## src/rtl/irq_hub_pkg.sv

```systemverilog
package irq_hub_pkg;

    typedef enum logic {
        BUS_IDLE = 1'b0,
        BUS_READ = 1'b1
    } bus_state_t;

    localparam logic [2:0] OFS_STAT = 3'd0;
    localparam logic [2:0] OFS_EN   = 3'd1;
    localparam logic [2:0] OFS_POL  = 3'd2;
    localparam logic [2:0] OFS_TRIG = 3'd3;
    localparam logic [2:0] OFS_PEND = 3'd4;

    function automatic logic [31:0] span_mask(input int lo, input int hi);
        logic [31:0] m;
        m = '0;
        for (int k = 0; k < 32; k++) begin
            if (k >= lo && k <= hi) m[k] = 1'b1;
        end
        return m;
    endfunction

endpackage

```

## src/rtl/irq_hub_sync.sv

```systemverilog
module irq_hub_sync #(
    parameter int WIDTH = 32
) (
    input  logic             clk,
    input  logic             rst_n,
    input  logic [WIDTH-1:0] d_i,
    output logic [WIDTH-1:0] q_o
);
    logic [WIDTH-1:0] meta_q;

    always_ff @(posedge clk or negedge rst_n) begin
        if (!rst_n) begin
            meta_q <= '0;
            q_o    <= '0;
        end else begin
            meta_q <= d_i;
            q_o    <= meta_q;
        end
    end
endmodule

```

## src/rtl/irq_hub_cell.sv

```systemverilog
module irq_hub_cell (
    input  logic clk,
    input  logic rst_n,
    input  logic line_i,
    input  logic live_i,
    input  logic pol_i,
    input  logic edge_i,
    input  logic clr_i,
    output logic stat_o
);
    logic active;
    logic active_prev_q;
    logic rise;

    assign active = live_i & (pol_i ? line_i : ~line_i);
    assign rise   = active & ~active_prev_q;

    always_ff @(posedge clk or negedge rst_n) begin
        if (!rst_n) begin
            active_prev_q <= 1'b0;
            stat_o        <= 1'b0;
        end else begin
            active_prev_q <= active;
            if (edge_i) stat_o <= rise | (stat_o & ~clr_i);
            else        stat_o <= active;
        end
    end
endmodule

```

## src/rtl/irq_hub_lowest.sv

```systemverilog
module irq_hub_lowest #(
    parameter int N   = 32,
    localparam int IW = $clog2(N) + 1
) (
    input  logic [N-1:0]  vec_i,
    output logic [IW-1:0] idx_o
);
    always_comb begin
        idx_o = IW'(N);
        for (int k = N - 1; k >= 0; k--) begin
            if (vec_i[k]) idx_o = IW'(k);
        end
    end
endmodule

```

## src/rtl/irq_hub.sv

```systemverilog
module irq_hub
    import irq_hub_pkg::*;
#(
    parameter int N_SRC      = 32,
    parameter int FIXED_LAST = 18,
    parameter int RSVD_LAST  = 24,
    localparam int IW        = $clog2(N_SRC) + 1
) (
    input  logic        clk,
    input  logic        rst_n,
    input  logic        bus_req,
    input  logic        bus_we,
    input  logic [2:0]  bus_addr,
    input  logic [31:0] bus_wdata,
    output logic [31:0] bus_rdata,
    output logic        bus_rvalid,
    input  logic [31:0] src_i,
    output logic        irq_o
);
    localparam logic [31:0] PROG_MASK = span_mask(RSVD_LAST + 1, N_SRC - 1);
    localparam logic [31:0] RSVD_MASK = span_mask(FIXED_LAST + 1, RSVD_LAST);
    localparam logic [31:0] LIVE_MASK = span_mask(0, N_SRC - 1) & ~RSVD_MASK;

    bus_state_t  state_q, state_d;
    logic [31:0] stat_q, en_q, pol_q, trig_q;
    logic [31:0] line_s, clr_vec, rd_mux;
    logic [IW-1:0] pend_id;
    logic        wr_hit, rd_hit;

    assign wr_hit  = bus_req & bus_we;
    assign rd_hit  = bus_req & ~bus_we & (state_q == BUS_IDLE);
    assign clr_vec = (wr_hit && bus_addr == OFS_STAT) ? bus_wdata : '0;

    irq_hub_sync #(.WIDTH(32)) u_sync (
        .clk(clk), .rst_n(rst_n), .d_i(src_i), .q_o(line_s)
    );

    for (genvar i = 0; i < 32; i++) begin : g_src
        if (i <= FIXED_LAST) begin : g_fixed
            irq_hub_cell u_cell (
                .clk(clk), .rst_n(rst_n), .line_i(line_s[i]), .live_i(1'b1),
                .pol_i(1'b1), .edge_i(1'b0), .clr_i(clr_vec[i]), .stat_o(stat_q[i])
            );
        end else if (i <= RSVD_LAST) begin : g_rsvd
            irq_hub_cell u_cell (
                .clk(clk), .rst_n(rst_n), .line_i(line_s[i]), .live_i(1'b0),
                .pol_i(1'b1), .edge_i(1'b0), .clr_i(clr_vec[i]), .stat_o(stat_q[i])
            );
        end else begin : g_prog
            irq_hub_cell u_cell (
                .clk(clk), .rst_n(rst_n), .line_i(line_s[i]), .live_i(1'b1),
                .pol_i(pol_q[i]), .edge_i(trig_q[i]), .clr_i(clr_vec[i]),
                .stat_o(stat_q[i])
            );
        end
    end

    irq_hub_lowest #(.N(32)) u_lowest (
        .vec_i(stat_q & en_q), .idx_o(pend_id)
    );

    assign irq_o = |(stat_q & en_q);

    // configuration registers
    always_ff @(posedge clk or negedge rst_n) begin
        if (!rst_n) begin
            en_q   <= '0;
            pol_q  <= PROG_MASK;
            trig_q <= '0;
        end else if (wr_hit) begin
            unique case (bus_addr)
                OFS_EN:   en_q   <= bus_wdata & LIVE_MASK;
                OFS_POL:  pol_q  <= bus_wdata & PROG_MASK;
                OFS_TRIG: trig_q <= bus_wdata & PROG_MASK;
                default:  ;
            endcase
        end
    end

    always_comb begin
        unique case (bus_addr)
            OFS_STAT: rd_mux = stat_q;
            OFS_EN:   rd_mux = en_q;
            OFS_POL:  rd_mux = pol_q;
            OFS_TRIG: rd_mux = trig_q;
            OFS_PEND: rd_mux = 32'(pend_id);
            default:  rd_mux = '0;
        endcase
    end

    // state register
    always_ff @(posedge clk or negedge rst_n) begin
        if (!rst_n) state_q <= BUS_IDLE;
        else        state_q <= state_d;
    end

    always_comb begin
        state_d = state_q;
        unique case (state_q)
            BUS_IDLE: if (rd_hit) state_d = BUS_READ;
            BUS_READ: state_d = BUS_IDLE;
            default:  state_d = BUS_IDLE;
        endcase
    end

    // outputs
    always_ff @(posedge clk or negedge rst_n) begin
        if (!rst_n) bus_rdata <= '0;
        else if (rd_hit) bus_rdata <= rd_mux;
    end

    assign bus_rvalid = (state_q == BUS_READ);

endmodule

```

## config.mk

```make
export PLATFORM = sky130hd
export DESIGN_NAME = irq_hub
export DESIGN_NICKNAME = d
export VERILOG_FILES = /design/src/rtl/irq_hub_pkg.sv /design/src/rtl/irq_hub_sync.sv /design/src/rtl/irq_hub_cell.sv /design/src/rtl/irq_hub_lowest.sv /design/src/rtl/irq_hub.sv
export SDC_FILE = /design/constraint.sdc
export NUM_CORES = 1
export LEC_CHECK = 0
export BUFFER_PORTS_ARGS = -buffer_cell sky130_fd_sc_hd__buf_4
export CORE_MARGIN = 2
export CORE_UTILIZATION = 30
export DETAILED_ROUTE_END_ITERATION = 6
export GPL_TIMING_DRIVEN = 0
export PLACE_DENSITY = 0.47
export RECOVER_POWER = 25
export SLEW_MARGIN = 0
export SYNTH_ARGS = -nofsm -noshare
export SYNTH_HDL_FRONTEND = slang
export SYNTH_SLANG_ARGS = --single-unit
```

## constraint.sdc

```tcl
create_clock -name clk -period 2 [get_ports clk]
set_input_delay 0.4 -clock clk [delete_from_list [all_inputs] [get_ports clk]]
set_output_delay 0.4 -clock clk [all_outputs]
set_load 0.05 [all_outputs]
```

==> impl_metrics.env <==
export IMPL_seqPwrFrac_pct=42.6
export IMPL_post_route_min_period_ns=2.34
export IMPL_clock_sinks=152
export IMPL_r2r_end="bus_rdata[5]"
export IMPL_synth_flop_cell="dfrtp_1"
export IMPL_ant_nets=0
export IMPL_reg2reg_depth=12
export IMPL_yosys_warnings=0
export IMPL_vias=3684
export IMPL_finalSetupViolCount=3
export IMPL_wirelength_mm=13.5
export IMPL_peakVddDrop_mv=0.670
export IMPL_drv_slew=0
export IMPL_cts_tree="built"
export IMPL_fin_total_pwr_mw=9.04
export IMPL_drc_errors=0
export IMPL_status="complete, but fails checks"
export IMPL_die_y_um=143
export IMPL_synth_seq_area_share_pct=66.0
export IMPL_hold_violations=0
export IMPL_clkLatencyLatePin_ns=0.43
export IMPL_worstPathRequired_ns=1.60
export IMPL_violations="negative setup slack"
export IMPL_setup_ws_ns=-0.337
export IMPL_startpoint_type="flop"
export IMPL_p_per_area_nw_per_um2=1180
export IMPL_synth_top_area_share_pct=62.9
export IMPL_p_clk_share_pct=36.6
export IMPL_path_cells="a222oi_1, buf_4, nand3_4, nor2_4, nand4_1, buf_6"
export IMPL_grt_pass1_vias=3927
export IMPL_critPathMaxStageDelay_ns=0.42
export IMPL_io_buffer_count=85
export IMPL_min_period_over_period_pct=117
export IMPL_yosys_area_top_type="dfrtp_1"
export IMPL_area_delta_synth_final_pct=32.2
export IMPL_ff2ff_setup_slack_ns=-0.19
export IMPL_synth_xor_area_share_pct=1.06
export IMPL_dp_hpwl_mm=9.36
export IMPL_pre_cts_ws_ns=-0.141
export IMPL_ys_ff_latch=152
export IMPL_crit_arrival_ns=1.94
export IMPL_grt_first_pass_wirelength_mm=21.7
export IMPL_cp_top_family="flip-flops"
export IMPL_slew_headroom_pct=38.4
export IMPL_async_flop_share_pct=100
export IMPL_grt_max_degree=89
export IMPL_cts_buffers=17
export IMPL_grt_ovfl_total=0
export IMPL_cp_depth=6
export IMPL_h_tree_depth=4
export IMPL_fin_area_um2=7630
export IMPL_p_int_mw=6.43
export IMPL_crit_type="reg2out"
export IMPL_synth_cell_types=43
export IMPL_rows=50
export IMPL_p_leak_nw=3.46
export IMPL_die_width_um=143
export IMPL_viasPerCell=4.66
export IMPL_power_frac_comb_pct=20.8
export IMPL_n_antenna_cell=0
export IMPL_synthAdderAreaFrac_pct=0
export IMPL_end_kind="output port"
export IMPL_switchingPower_mw=2.61
export IMPL_clk_pin_slew_ns=0.07
export IMPL_switching_share_pct=28.8
export IMPL_path_max_fanout=3
export IMPL_drv_cap=0
export IMPL_track_usage_pct=14.2
export IMPL_initialDrtViolationCount=205
export IMPL_fmax_ghz=0.428
export IMPL_synth_top_family_by_area="multiplexers"
export IMPL_grt_setup_unrepaired="yes"
export IMPL_tightest_slew_ns=0.923
export IMPL_design_core_area_um2=18800
export IMPL_grt_antenna_before_repair=0
export IMPL_synth_compound_area_share_pct=9.04
export IMPL_wire_per_inst_um=17.1
export IMPL_netlist_area_um2=5770
export IMPL_synth_area_mux_share_pct=13.8
export IMPL_boundaryPins=105
export IMPL_endpoint="irq_o"
export IMPL_critPathSlowestCell="dfrtp_2"
export IMPL_hp_class="in2reg"
export IMPL_syn_instance_count=408
export IMPL_synth_simple_gate_area_share_pct=7.46
export IMPL_r2r_start="g_src[26].g_prog.u_cell.stat_o"
export IMPL_gp_congestion=0.817
export IMPL_synth_edf_count=0
export IMPL_drive_above_1_share_pct=40.3
export IMPL_ys_top_cells_by_area="dfrtp_1, mux2_2, nand2_1"
export IMPL_skew_ns=0.0106
export IMPL_die_area_um2=20400
export IMPL_crit_start="g_src[26].g_prog.u_cell.stat_o"
export IMPL_path_buf_inv=2
export IMPL_cts_root_buf="clkbuf_16"
export IMPL_final_nets=614
export IMPL_drtPass1Iterations=5
export IMPL_avgSynthCellArea_um2=14.1
export IMPL_start_util_pct=30.8
export IMPL_clk_path_buf_depth=2
export IMPL_place_area_um2=6760
==> cells in the mapped netlist (2+ instances only) <==
cell type  count
a211oi_1       2
clkbuf_1       3
a222oi_1       3
nand3_1       11
mux2_1         2
buf_6          2
nand2_1       56
inv_1          3
and3_1         4
o21ai_2       10
nand4_1        3
mux2_2        38
dfstp_2        7
mux2i_1       19
or3_1          2
a32o_1        10
buf_2          2
a21oi_1       11
buf_4         10
mux4_2         7
a22o_1         9
dfrtp_1      145
o21ai_0       10
nor2_1         8
xnor2_1        7
a22oi_1        3
a221oi_1       2
a32oi_1        4
==> worst reg2reg max path, stage by stage (launching register included) <==
cell and delay (ns):
dfrtp_2 0.42, a222oi_1 0.36, buf_4 0.20, nand3_4 0.08, buf_4 0.14, buf_6 0.10
buf_6 0.10, buf_6 0.10, buf_6 0.10, buf_6 0.10, buf_6 0.10, buf_6 0.11
o31ai_4 0.19
==> worst min-delay path by stage <==
stage | end | from | cells past startpoint | slack [ns]
finish | u_sync.meta_q[25] | src_i[25] | 1 | 0.1
global route | u_sync.meta_q[10] | src_i[10] | 1 | 0.08
CTS | u_sync.meta_q[25] | src_i[25] | 1 | 0.06
detailed placement | g_src[0].g_fixed.u_cell.stat_o | u_sync.q_o[0] | 0 | 0.33
global placement | u_sync.q_o[30] | u_sync.meta_q[30] | 0 | 0.33
floorplan | bus_rdata[0] | rst_n | 0 | 0.10
==> layout make-up <==
type | instances | area (um2)
fillers | 1804 | 11100
flip-flops and latches | 152 | 3820
multi-input cells | 240 | 1880
repair buffers | 111 | 886
clock buffers | 17 | 425
well taps | 234 | 293
clock inverters | 15 | 189
plain buffers | 18 | 134
inverters | 3 | 11.3
==> sequential cells by signal (all words and copies together) (netlist names) <==
name                               count
bus_rdata                             26
g_src.g_prog.u_cell.active_prev_q      7
bus_rvalid                             1
trig_q                                 7
u_sync.q_o                            26
u_sync.meta_q                         26
g_src.g_fixed.u_cell.stat_o           19
g_src.g_prog.u_cell.stat_o             7
en_q                                  26
pol_q                                  7
==> through the flow <==
stage                     cells  setup TNS [ns]  utilization (%)  hold slack (ns)
after floorplan             413               0                -            0.104
after global placement      732          -30.08             35.9            0.335
after detailed placement    733          -0.327             36.0            0.335
after CTS                   788          -0.630             40.4           0.0561
after global routing        790          -0.913             40.7           0.0763
final                       790          -0.674             40.7           0.0977
==> power by group through the flow <==
| stage | combinational [mW] | clock (mW) | sequential, mW |
|---|---|---|---|
| after floorplan | 0.812 | 0 | 4.06 |
| after global placement | 1.49 | 0 | 3.93 |
| after detailed placement | 1.52 | 0 | 3.95 |
| after CTS | 1.81 | 3.41 | 3.87 |
| after global routing | 2.03 | 3.54 | 3.92 |
| final | 1.88 | 3.31 | 3.85 |
==> cells in the final DEF, fill, tap and decap left out, drive strengths merged, types with 4 or more instances in the layout <==
cell | synthesis | final
mux2 | 40 | 40
o21ai | 20 | 20
clkinvlp | 0 | 4
a21oi | 11 | 11
clkbuf | 3 | 47
mux4 | 7 | 7
conb | 1 | 6
nand2 | 56 | 56
a32oi | 4 | 4
mux2i | 19 | 19
dfrtp | 145 | 145
buf | 15 | 98
a32o | 10 | 10
dfstp | 7 | 7
nor2 | 10 | 10
and3 | 4 | 4
a22o | 9 | 9
inv | 3 | 8
nand3 | 11 | 11
xnor2 | 7 | 7
==> cells by family after synthesis <==
family | after synthesis
AND/OR/NAND/NOR | 93
XOR/XNOR | 7
other | 1
flip-flops | 152
multiplexers | 66
buffers and inverters | 21
AO/OA/AOI/OAI | 68
==> layer usage <==
metal	global-route usage, %	wire length (um)	up-vias
met4	5.21	249	0
met5	0	0	-
met1	18.6	6200	1847
li1	-	-	1731
met2	22.3	6400	91
met3	4.29	617	15
==> what timing repair did <==
item | 4_1_cts | 5_1_grt
hold buffers | 1 | 0
endpoints found under the setup margin | 1 | 3
hold endpoints to repair | 46 | 0
gates resized for setup | 12 | 8
setup buffers | 22 | 2
pin swaps | 7 | 3
Power figures use the tool's default switching activity.
